==> src/rtl/stack_page_pkg.sv <==
package stack_page_pkg;

  typedef enum logic [2:0] {
    OP_NONE   = 3'd0,
    OP_PUSH_B = 3'd1,
    OP_PULL_B = 3'd2,
    OP_PUSH_W = 3'd3,
    OP_PULL_W = 3'd4,
    OP_SP_LD  = 3'd5,
    OP_SP_RD  = 3'd6,
    OP_SPARE  = 3'd7
  } stk_op_e;

  typedef enum logic [2:0] {
    ST_IDLE     = 3'd0,
    ST_PUSH_LO  = 3'd1,
    ST_PULL_LO  = 3'd2,
    ST_PULL_HI  = 3'd3,
    ST_PULL_ONE = 3'd4
  } stk_state_e;

endpackage

==> src/rtl/stack_ptr_reg.sv <==
module stack_ptr_reg #(
  parameter int unsigned PTR_W    = 8,
  parameter int unsigned RESET_SP = 8'hFD
) (
  input  logic             clk,
  input  logic             rst_n,
  input  logic             inc,
  input  logic             dec,
  input  logic             load,
  input  logic [PTR_W-1:0] load_val,
  output logic [PTR_W-1:0] ptr,
  output logic [PTR_W-1:0] ptr_up
);

  localparam logic [PTR_W-1:0] RST_VAL = PTR_W'(RESET_SP);

  // pointer arithmetic wraps modulo 2**PTR_W by width
  function automatic logic [PTR_W-1:0] step_up(input logic [PTR_W-1:0] p);
    return p + 1'b1;
  endfunction

  function automatic logic [PTR_W-1:0] step_down(input logic [PTR_W-1:0] p);
    return p - 1'b1;
  endfunction

  logic [PTR_W-1:0] ptr_q;

  always_ff @(posedge clk or negedge rst_n) begin
    if (!rst_n)      ptr_q <= RST_VAL;
    else if (load)   ptr_q <= load_val;
    else if (inc)    ptr_q <= step_up(ptr_q);
    else if (dec)    ptr_q <= step_down(ptr_q);
  end

  assign ptr    = ptr_q;
  assign ptr_up = step_up(ptr_q);

endmodule

==> src/rtl/stack_seq.sv <==
module stack_seq
  import stack_page_pkg::*;
#(
  parameter int unsigned BYTE_W = 8
) (
  input  logic                clk,
  input  logic                rst_n,
  input  logic                cmd_valid,
  input  logic [2:0]          cmd_op,
  input  logic [BYTE_W-1:0]   push_byte,
  input  logic [2*BYTE_W-1:0] push_word,
  input  logic [BYTE_W-1:0]   mem_rdata,
  output logic                wr_en,
  output logic                rd_en,
  output logic [BYTE_W-1:0]   wdata,
  output logic                ptr_inc,
  output logic                ptr_dec,
  output logic                ptr_load,
  output logic                xfer_req,
  output logic                accept,
  output logic                busy,
  output logic                done,
  output logic [2*BYTE_W-1:0] pull_data
);

  localparam int unsigned WORD_W = 2 * BYTE_W;

  function automatic logic [WORD_W-1:0] join_le(input logic [BYTE_W-1:0] lo,
                                                input logic [BYTE_W-1:0] hi);
    return {hi, lo};
  endfunction

  stk_state_e st, nxt;
  stk_op_e    op;
  logic [BYTE_W-1:0] lo_q;
  logic              lo_cap_push;
  logic              lo_cap_pull;
  logic              fin;
  logic [WORD_W-1:0] fin_data;

  assign op     = stk_op_e'(cmd_op);
  assign accept = cmd_valid && (st == ST_IDLE);
  assign busy   = (st != ST_IDLE);

  always_comb begin
    nxt         = st;
    wr_en       = 1'b0;
    rd_en       = 1'b0;
    wdata       = '0;
    ptr_inc     = 1'b0;
    ptr_dec     = 1'b0;
    ptr_load    = 1'b0;
    xfer_req    = 1'b0;
    lo_cap_push = 1'b0;
    lo_cap_pull = 1'b0;
    fin         = 1'b0;
    fin_data    = '0;
    case (st)
      ST_IDLE: begin
        if (accept) begin
          case (op)
            OP_PUSH_B: begin
              wr_en   = 1'b1;
              wdata   = push_byte;
              ptr_dec = 1'b1;
            end
            OP_PUSH_W: begin
              wr_en       = 1'b1;
              wdata       = push_word[WORD_W-1:BYTE_W];
              ptr_dec     = 1'b1;
              lo_cap_push = 1'b1;
              nxt         = ST_PUSH_LO;
            end
            OP_PULL_B: begin
              rd_en   = 1'b1;
              ptr_inc = 1'b1;
              nxt     = ST_PULL_ONE;
            end
            OP_PULL_W: begin
              rd_en   = 1'b1;
              ptr_inc = 1'b1;
              nxt     = ST_PULL_LO;
            end
            OP_SP_LD: ptr_load = 1'b1;
            OP_SP_RD: xfer_req = 1'b1;
            default: ;
          endcase
        end
      end
      ST_PUSH_LO: begin
        wr_en   = 1'b1;
        wdata   = lo_q;
        ptr_dec = 1'b1;
        nxt     = ST_IDLE;
      end
      ST_PULL_LO: begin
        lo_cap_pull = 1'b1;
        rd_en       = 1'b1;
        ptr_inc     = 1'b1;
        nxt         = ST_PULL_HI;
      end
      ST_PULL_HI: begin
        fin      = 1'b1;
        fin_data = join_le(lo_q, mem_rdata);
        nxt      = ST_IDLE;
      end
      ST_PULL_ONE: begin
        fin      = 1'b1;
        fin_data = join_le(mem_rdata, '0);
        nxt      = ST_IDLE;
      end
      default: nxt = ST_IDLE;
    endcase
  end

  always_ff @(posedge clk or negedge rst_n) begin
    if (!rst_n) begin
      st        <= ST_IDLE;
      lo_q      <= '0;
      done      <= 1'b0;
      pull_data <= '0;
    end else begin
      st   <= nxt;
      done <= fin;
      if (fin)         pull_data <= fin_data;
      if (lo_cap_push) lo_q <= push_word[BYTE_W-1:0];
      else if (lo_cap_pull) lo_q <= mem_rdata;
    end
  end

endmodule

==> src/rtl/stack_xfer.sv <==
module stack_xfer #(
  parameter int unsigned PTR_W = 8
) (
  input  logic             clk,
  input  logic             rst_n,
  input  logic             req,
  input  logic [PTR_W-1:0] ptr,
  output logic [PTR_W-1:0] x_out,
  output logic             x_we,
  output logic             flag_n,
  output logic             flag_z
);

  function automatic logic is_zero(input logic [PTR_W-1:0] v);
    return (v == '0);
  endfunction

  always_ff @(posedge clk or negedge rst_n) begin
    if (!rst_n) begin
      x_out  <= '0;
      x_we   <= 1'b0;
      flag_n <= 1'b0;
      flag_z <= 1'b0;
    end else begin
      x_we <= req;
      if (req) begin
        x_out  <= ptr;
        flag_n <= ptr[PTR_W-1];
        flag_z <= is_zero(ptr);
      end
    end
  end

endmodule

==> src/rtl/stack_page_ctrl.sv <==
module stack_page_ctrl #(
  parameter int unsigned PTR_W    = 8,
  parameter int unsigned BYTE_W   = 8,
  parameter int unsigned ADDR_W   = 16,
  parameter int unsigned PAGE     = 1,
  parameter int unsigned RESET_SP = 8'hFD
) (
  input  logic                clk,
  input  logic                rst_n,
  input  logic                cmd_valid,
  input  logic [2:0]          cmd_op,
  input  logic [BYTE_W-1:0]   push_byte,
  input  logic [2*BYTE_W-1:0] push_word,
  input  logic [PTR_W-1:0]    x_in,
  output logic [ADDR_W-1:0]   mem_addr,
  output logic [BYTE_W-1:0]   mem_wdata,
  output logic                mem_we,
  output logic                mem_re,
  input  logic [BYTE_W-1:0]   mem_rdata,
  output logic [2*BYTE_W-1:0] pull_data,
  output logic                pull_done,
  output logic                busy,
  output logic [PTR_W-1:0]    sp,
  output logic [PTR_W-1:0]    x_out,
  output logic                x_we,
  output logic                flag_n,
  output logic                flag_z
);

  localparam int unsigned PAGE_W = ADDR_W - PTR_W;
  localparam logic [PAGE_W-1:0] PAGE_BITS = PAGE_W'(PAGE);

  // named internal events, observed by the bound checker
  logic             ev_accept;
  logic             ev_ptr_inc;
  logic             ev_ptr_dec;
  logic             ev_ptr_load;
  logic             ev_xfer;
  logic [PTR_W-1:0] ptr_up;
  logic [PTR_W-1:0] beat_ptr;

  // writes land at the pointer, reads at the pointer plus one
  function automatic logic [ADDR_W-1:0] page_addr(input logic [PTR_W-1:0] p);
    return {PAGE_BITS, p};
  endfunction

  stack_ptr_reg #(
    .PTR_W   (PTR_W),
    .RESET_SP(RESET_SP)
  ) u_ptr (
    .clk     (clk),
    .rst_n   (rst_n),
    .inc     (ev_ptr_inc),
    .dec     (ev_ptr_dec),
    .load    (ev_ptr_load),
    .load_val(x_in),
    .ptr     (sp),
    .ptr_up  (ptr_up)
  );

  stack_seq #(
    .BYTE_W(BYTE_W)
  ) u_seq (
    .clk      (clk),
    .rst_n    (rst_n),
    .cmd_valid(cmd_valid),
    .cmd_op   (cmd_op),
    .push_byte(push_byte),
    .push_word(push_word),
    .mem_rdata(mem_rdata),
    .wr_en    (mem_we),
    .rd_en    (mem_re),
    .wdata    (mem_wdata),
    .ptr_inc  (ev_ptr_inc),
    .ptr_dec  (ev_ptr_dec),
    .ptr_load (ev_ptr_load),
    .xfer_req (ev_xfer),
    .accept   (ev_accept),
    .busy     (busy),
    .done     (pull_done),
    .pull_data(pull_data)
  );

  stack_xfer #(
    .PTR_W(PTR_W)
  ) u_xfer (
    .clk   (clk),
    .rst_n (rst_n),
    .req   (ev_xfer),
    .ptr   (sp),
    .x_out (x_out),
    .x_we  (x_we),
    .flag_n(flag_n),
    .flag_z(flag_z)
  );

  assign beat_ptr = mem_re ? ptr_up : sp;
  assign mem_addr = page_addr(beat_ptr);

endmodule

==> config.mk <==
export PLATFORM = sky130hd
export DESIGN_NAME = stack_page_ctrl
export DESIGN_NICKNAME = d
export VERILOG_FILES = /design/src/rtl/stack_page_pkg.sv /design/src/rtl/stack_ptr_reg.sv /design/src/rtl/stack_seq.sv /design/src/rtl/stack_xfer.sv /design/src/rtl/stack_page_ctrl.sv
export SDC_FILE = /design/constraint.sdc
export NUM_CORES = 1
export LEC_CHECK = 0
export ABC_AREA = 1
export BUFFER_PORTS_ARGS = -buffer_cell sky130_fd_sc_hd__buf_2
export CORE_ASPECT_RATIO = 1.1
export CORE_MARGIN = 2
export CORE_UTILIZATION = 41
export CTS_CLUSTER_SIZE = 10
export DETAILED_ROUTE_END_ITERATION = 8
export PLACE_DENSITY_LB_ADDON = 0.12
export SLEW_MARGIN = 30
export SYNTH_ARGS = -nofsm -noshare
export SYNTH_HDL_FRONTEND = slang
export SYNTH_SLANG_ARGS = --single-unit
==> constraint.sdc <==
create_clock -name clk -period 2.4 [get_ports clk]
set_input_delay 0.48 -clock clk [delete_from_list [all_inputs] [get_ports clk]]
set_output_delay 0.48 -clock clk [all_outputs]
set_load 0.01 [all_outputs]
Yosys cells after proc, flatten, opt, wreduce, memory -nomap -nowiden
Index checks and enable logic that the tools add are counted.
Word-level totals
  input port bits: 46
  flip-flop bits (word level): 47
  word-level logic and storage cells: 63
  output and inout port bits: 63
Operators by class
  multiplexer cells: 30
  equal/unequal tests: 12
  reduce and logical (&&, ||, !) cells: 10
  add/sub/neg operators: 2
Operator list (count)
  2-to-1 mux 8 bit: 7
  case mux 16 bit (2 select lines): 1
  case mux 8 bit (2 select lines): 2
  2-to-1 mux 1 bit: 15
  == test 3 x 2 -> 1 bit, second input constant: 4
  == test 3 bit, second input constant: 4
  case mux 3 bit (3 select lines): 1
  adder 8 x 1 -> 8 bit, second input constant: 1
  logical NOT 8 bit: 1
  subtractor 8 x 1 -> 8 bit, second input constant: 1
  == test 3 x 1 -> 1 bit, second input constant: 2
  case mux 3 bit (2 select lines): 1
  nonzero test 3 bit: 2
  OR reduction 2 bit: 3
  inequality test 4 bit, second input constant: 1
  case mux 1 bit (2 select lines): 2
  logical NOT 3 bit: 1
  2-to-1 mux 3 bit: 1
  inequality test 2 bit, second input constant: 1
  AND reduction 2 bit: 1
  nonzero test 2 bit: 1
  logical AND 1 bit: 1

Depth between registers and ports, before layout
  depth after elaboration: 8
  depth in mapped cells: 11
  depth with buffers taken out: 11

Hierarchy
A second synthesis with hierarchy kept.
Second synthesis, totals
  cell total of the unflattened synthesis: 440
  area total of the unflattened synthesis: 3105.5 um^2
Modules (own cells, without submodules)
  stack_seq: seq. area each 700.7 um^2, times used 1, area an instance 1621.6 um^2, cells an instance 228
  stack_ptr_reg: seq. area each 209.0 um^2, times used 1, area an instance 867.1 um^2, cells an instance 130
  stack_xfer: seq. area each 250.2 um^2, times used 1, area an instance 444.2 um^2, cells an instance 46
  stack_page_ctrl: seq. area each 0.0 um^2, times used 1, area an instance 172.7 um^2, cells an instance 36

Worst setup path after synthesis
OpenSTA, ideal clock, no wires.
  path type: input to output
  from: input port cmd_op[0]
  to: output port mem_addr[1]
  buffers on the path: 1
  stages: 7
  data arrival time: 1.340 ns
  path slack: 0.580 ns
  required time: 1.920 ns
  cell sequence: inv_1 > nand3_1 > nand2_1 > nand2_4 > nand2_8 > buf_6 > o21ai_0
Between the ends
  longest elaborated chain between the ends: 6
  elaborated cells on any way between the ends: 7
  those cells by class: 2 x eq/ne; 4 x mux; 1 x reduce/logical
Ends and longest elaborated chain
  start: declaration: RTL line stack_page_ctrl.sv:11  | input logic [2:0] cmd_op,
  == test 3 x 2 -> 1 bit or == test 3 bit (tied branches): RTL line stack_seq.sv:61  | case (op)
  OR reduction 2 bit (no line) *
  2-to-1 mux 1 bit *: RTL line stack_seq.sv:61
  2-to-1 mux 1 bit *: RTL line stack_seq.sv:60  | if (accept) begin
  case mux 1 bit (2 select lines) *: RTL line stack_seq.sv:58  | case (st)
  via mem_re: RTL line stack_page_ctrl.sv:18  | output logic mem_re,
  2-to-1 mux 8 bit *: RTL line stack_page_ctrl.sv:97  | assign beat_ptr = mem_re ? ptr_up : sp;
  end: declaration: RTL line stack_page_ctrl.sv:15  | output logic [ADDR_W-1:0] mem_addr,
The timed path passes the listed nets; every way through them passes the cells marked *.

Worst setup path in the final report
  from: register u_seq.st[2]
  to: output port mem_addr[1]
Between the ends
  longest elaborated chain between the ends: 5
  elaborated cells on any way between the ends: 6
  those cells by class: 1 x eq/ne; 3 x mux; 2 x reduce/logical
Ends and longest elaborated chain
  start: declaration: RTL line stack_seq.sv:33  | stk_state_e st, nxt;
  start signal: assignment: RTL line stack_seq.sv:123  | st <= nxt;
  logical NOT 3 bit: RTL line stack_seq.sv:42, stack_seq.sv:58
  logical AND 1 bit: RTL line stack_seq.sv:42  | assign accept = cmd_valid && (st == ST_IDLE);
  2-to-1 mux 1 bit: RTL line stack_seq.sv:60
  case mux 1 bit (2 select lines) *: RTL line stack_seq.sv:58
  2-to-1 mux 8 bit *: RTL line stack_page_ctrl.sv:97
Every way passes the cells marked *; elsewhere a longest branch is shown, timed or not.

==> flow_summary.ini <==
[run_status]
status = finished clean

[synth]
synth-simple-area-share_pct = 27.6
async_flop_share_pct = 100
synth_top_family_by_area = simple AND/OR/NAND/NOR gates
yosys-top-cells-area = dfrtp_1, nand2_1, dfstp_2, nor2_1, o21ai_0
ys_top_cells_by_count = nand2_1, dfrtp_1, nor2_1
synth_adder_area_share_pct = 2.28
synth_mux_area_share_pct = 0
syn_area_per_cell_um2 = 7.87
synth_compound_gate_area_share_pct = 16.2
ys_warn_count = 0
synth_cells = 349
synth_edf_count = 0
yosysMostFrequentCell = nand2_1
ys.flop_type = dfrtp_1
ys_ff_latch = 46
yosysTopAreaCellShare_pct = 35.5
syn_area_um2 = 2750
synth-xor-area-share_pct = 1.28
synth_area_leader_cell = dfrtp_1
yosys.cell_types.count = 35
ys_seq_area_share_pct = 42.2

[timing]
slew_viol_final = 0
setup_viol_count_final = 0
setup_slack_ns = 0.149
relSlewSlack_pct = 50.8
finalHoldViolCount = 0
worstMarginPinSlew_ns = 0.738
clock.fmax_mhz = 444
period_share_pct = 93.8
tns_ns = 0
min_period_ns = 2.25
fin_worst_skew_ns = 0.00219
rsz0062_at_grt = false

[detailed_routing]
route.detailed.drc = 0
firstDrtPassIters = 4
wire_per_inst_um = 14.4
vias_per_cell = 5.05
vias = 2693
drt-total-wl_mm = 7.65
dr.first_iter.drc_count = 130
ant_nets = 0

[place]
portBuffers = 100
globalplace.congestion = 0.892
dp_slack_ns = 0.336
place.detailed.hpwl_mm = 5.81

[global_route]
grt_max_degree = 33
antenna_found_initial = 0
use_met3_pct = 3.51
grt_use_met2_pct = 33.0
grt_use_met1_pct = 30.8
grt_most_used_layer = met2
grt_usage_pct = 21.2
overflow = 0
grt_pass1_wl_mm = 12.4
grt_pass1_vias = 2568

[layout]
syn2layout_area_growth_pct = 24.0
diodes = 0
drive_gt1_share_pct = 31.7
nNetsFinal = 501
final_util_pct = 52.0

[pwr]
p_int_mw = 1.95
finalPower_mw = 3.34
pwr-share-clk_pct = 17.3
p_leak_nw = 1.86
p_per_area_nw_per_um2 = 981
vdd_drop_max_uv = 527
sw_frac_of_total_pct = 41.7
comb_power_share_pct = 44.3
power.switching_mw = 1.39
pwr-share-seq_pct = 38.4

[clocking]
cts_setup_buffers = 0
cts.sinks = 46
ctsResizeCount = 0
htreeDepth = 2
insertion_delay_ns = 0.30
numCtsBuffers = 5
cts_root_buf = clkbuf_8
cts_hold_buf = 0
clkTransAtPathRegs_ns = 0.09
cts_tree = done
max-clock-path-buffers = 2

[critical_path]
crit_fanout = 16
cp.required_ns = 1.92
end_kind = output port
path_class = reg2out
startpoint_type = flop
arrival_ns = 1.77

[die]
rows = 31
coreArea_um2 = 6560
boundaryPins = 109
die_h_um = 89.9
die_w_um = 82.1
start_util_pct = 41.9
die_area_um2 = 7370

[job]
cap_violations = 0

[worst_hold_path]
min_path_type = in2async
## kinds of logic after synthesis
group | count (synthesis)
xor gates and xnor gates | 4
DFF | 46
and+or+nand+nor | 162
buffers and inverters | 58
adders and majority gates | 5
other | 2
AOI/OAI and AO/OA | 72
## per-stage QoR
| stage | hold WS, ns | cell area [um2] | cells |
|---|---|---|---|
| final | 0.232 | 3410 | 533 |
| after CTS | 0.255 | 3410 | 533 |
| after detailed placement | 0.470 | 3300 | 525 |
| after global routing | 0.282 | 3410 | 533 |
| after floorplan | 0.184 | 2770 | 355 |
| after global placement | 0.465 | 3300 | 525 |
## metal layers
metal	up-vias	part of all wire, %
met5	-	0
met4	0	1.1
met3	8	5.5
met2	87	47
met1	1259	47
li1	1339	-
## path summary, 6_finish.rpt
kind                       depth (start not counted)                              end  slack (ns)                            start
min in group clk                                   3        u_seq.lo_q[1]$_DFFE_PN0P_        0.41                     push_word[1]
setup reg to reg                                  10         u_ptr.ptr[0]$_DFFE_PN1P_        0.49          u_seq.st[2]$_DFFE_PN0P_
max in group asynchronous                          2   u_seq.pull_data[2]$_DFFE_PN0P_        1.56                            rst_n
hold reg to reg                                    2  u_seq.pull_data[15]$_DFFE_PN0P_        0.49  u_seq.pull_data[15]$_DFFE_PN0P_
setup / recovery                                   8                      mem_addr[1]        0.15          u_seq.st[2]$_DFFE_PN0P_
hold / removal                                     1        u_seq.lo_q[0]$_DFFE_PN0P_        0.23                            rst_n
## critical path, cell delays in order, from the launching register on
cell and delay, ns:
dfrtp_1 0.45, nor2_4 0.24, nand3_4 0.11, inv_4 0.10, nand2_4 0.09, nand2_8 0.13
nand2_1 0.08, o21ai_0 0.10, buf_2 0.17
## cell type report
type | count | area (um2)
clock inverter | 2 | 37.5
multi-input combinational | 251 | 1330
clock buffer | 6 | 72.6
inverter | 39 | 149
sequential | 46 | 1160
fill | 679 | 3150
timing repair buffer | 107 | 553
tap | 82 | 103
## sequential cells by signal, indices dropped and copies added (netlist names)
register,count
u_seq.st,3
u_seq.lo_q,8
u_xfer.x_out,8
u_ptr.ptr,8
u_seq.done,1
u_xfer.flag_z,1
u_seq.pull_data,16
u_xfer.x_we,1
## cells in the final DEF (no fill, tap or decap), types with 2 or more instances in the layout
master / count
a21oi_1: 9
a22oi_1: 16
buf_2: 100
buf_4: 7
clkbuf_8: 5
conb_1: 8
dfrtp_1: 39
dfstp_2: 7
ha_1: 5
inv_1: 33
inv_2: 5
nand2_1: 83
nand2_4: 3
nand3_1: 21
nand4_1: 2
nor2_1: 39
nor2_2: 4
o21ai_0: 29
o221ai_1: 8
o22ai_1: 8
xor2_1: 4
## power by group through the flow
stage	Combinational, mW	Sequential (mW)	Clock, mW
3_3_place_gp	1.46	1.29	0
4_1_cts	1.48	1.28	0.592
5_1_grt	1.66	1.33	0.618
6_report	1.48	1.28	0.577
3_5_place_dp	1.47	1.30	0
2_1_floorplan	0.883	1.33	0
Note: power is estimated with default switching activity, not from simulation.
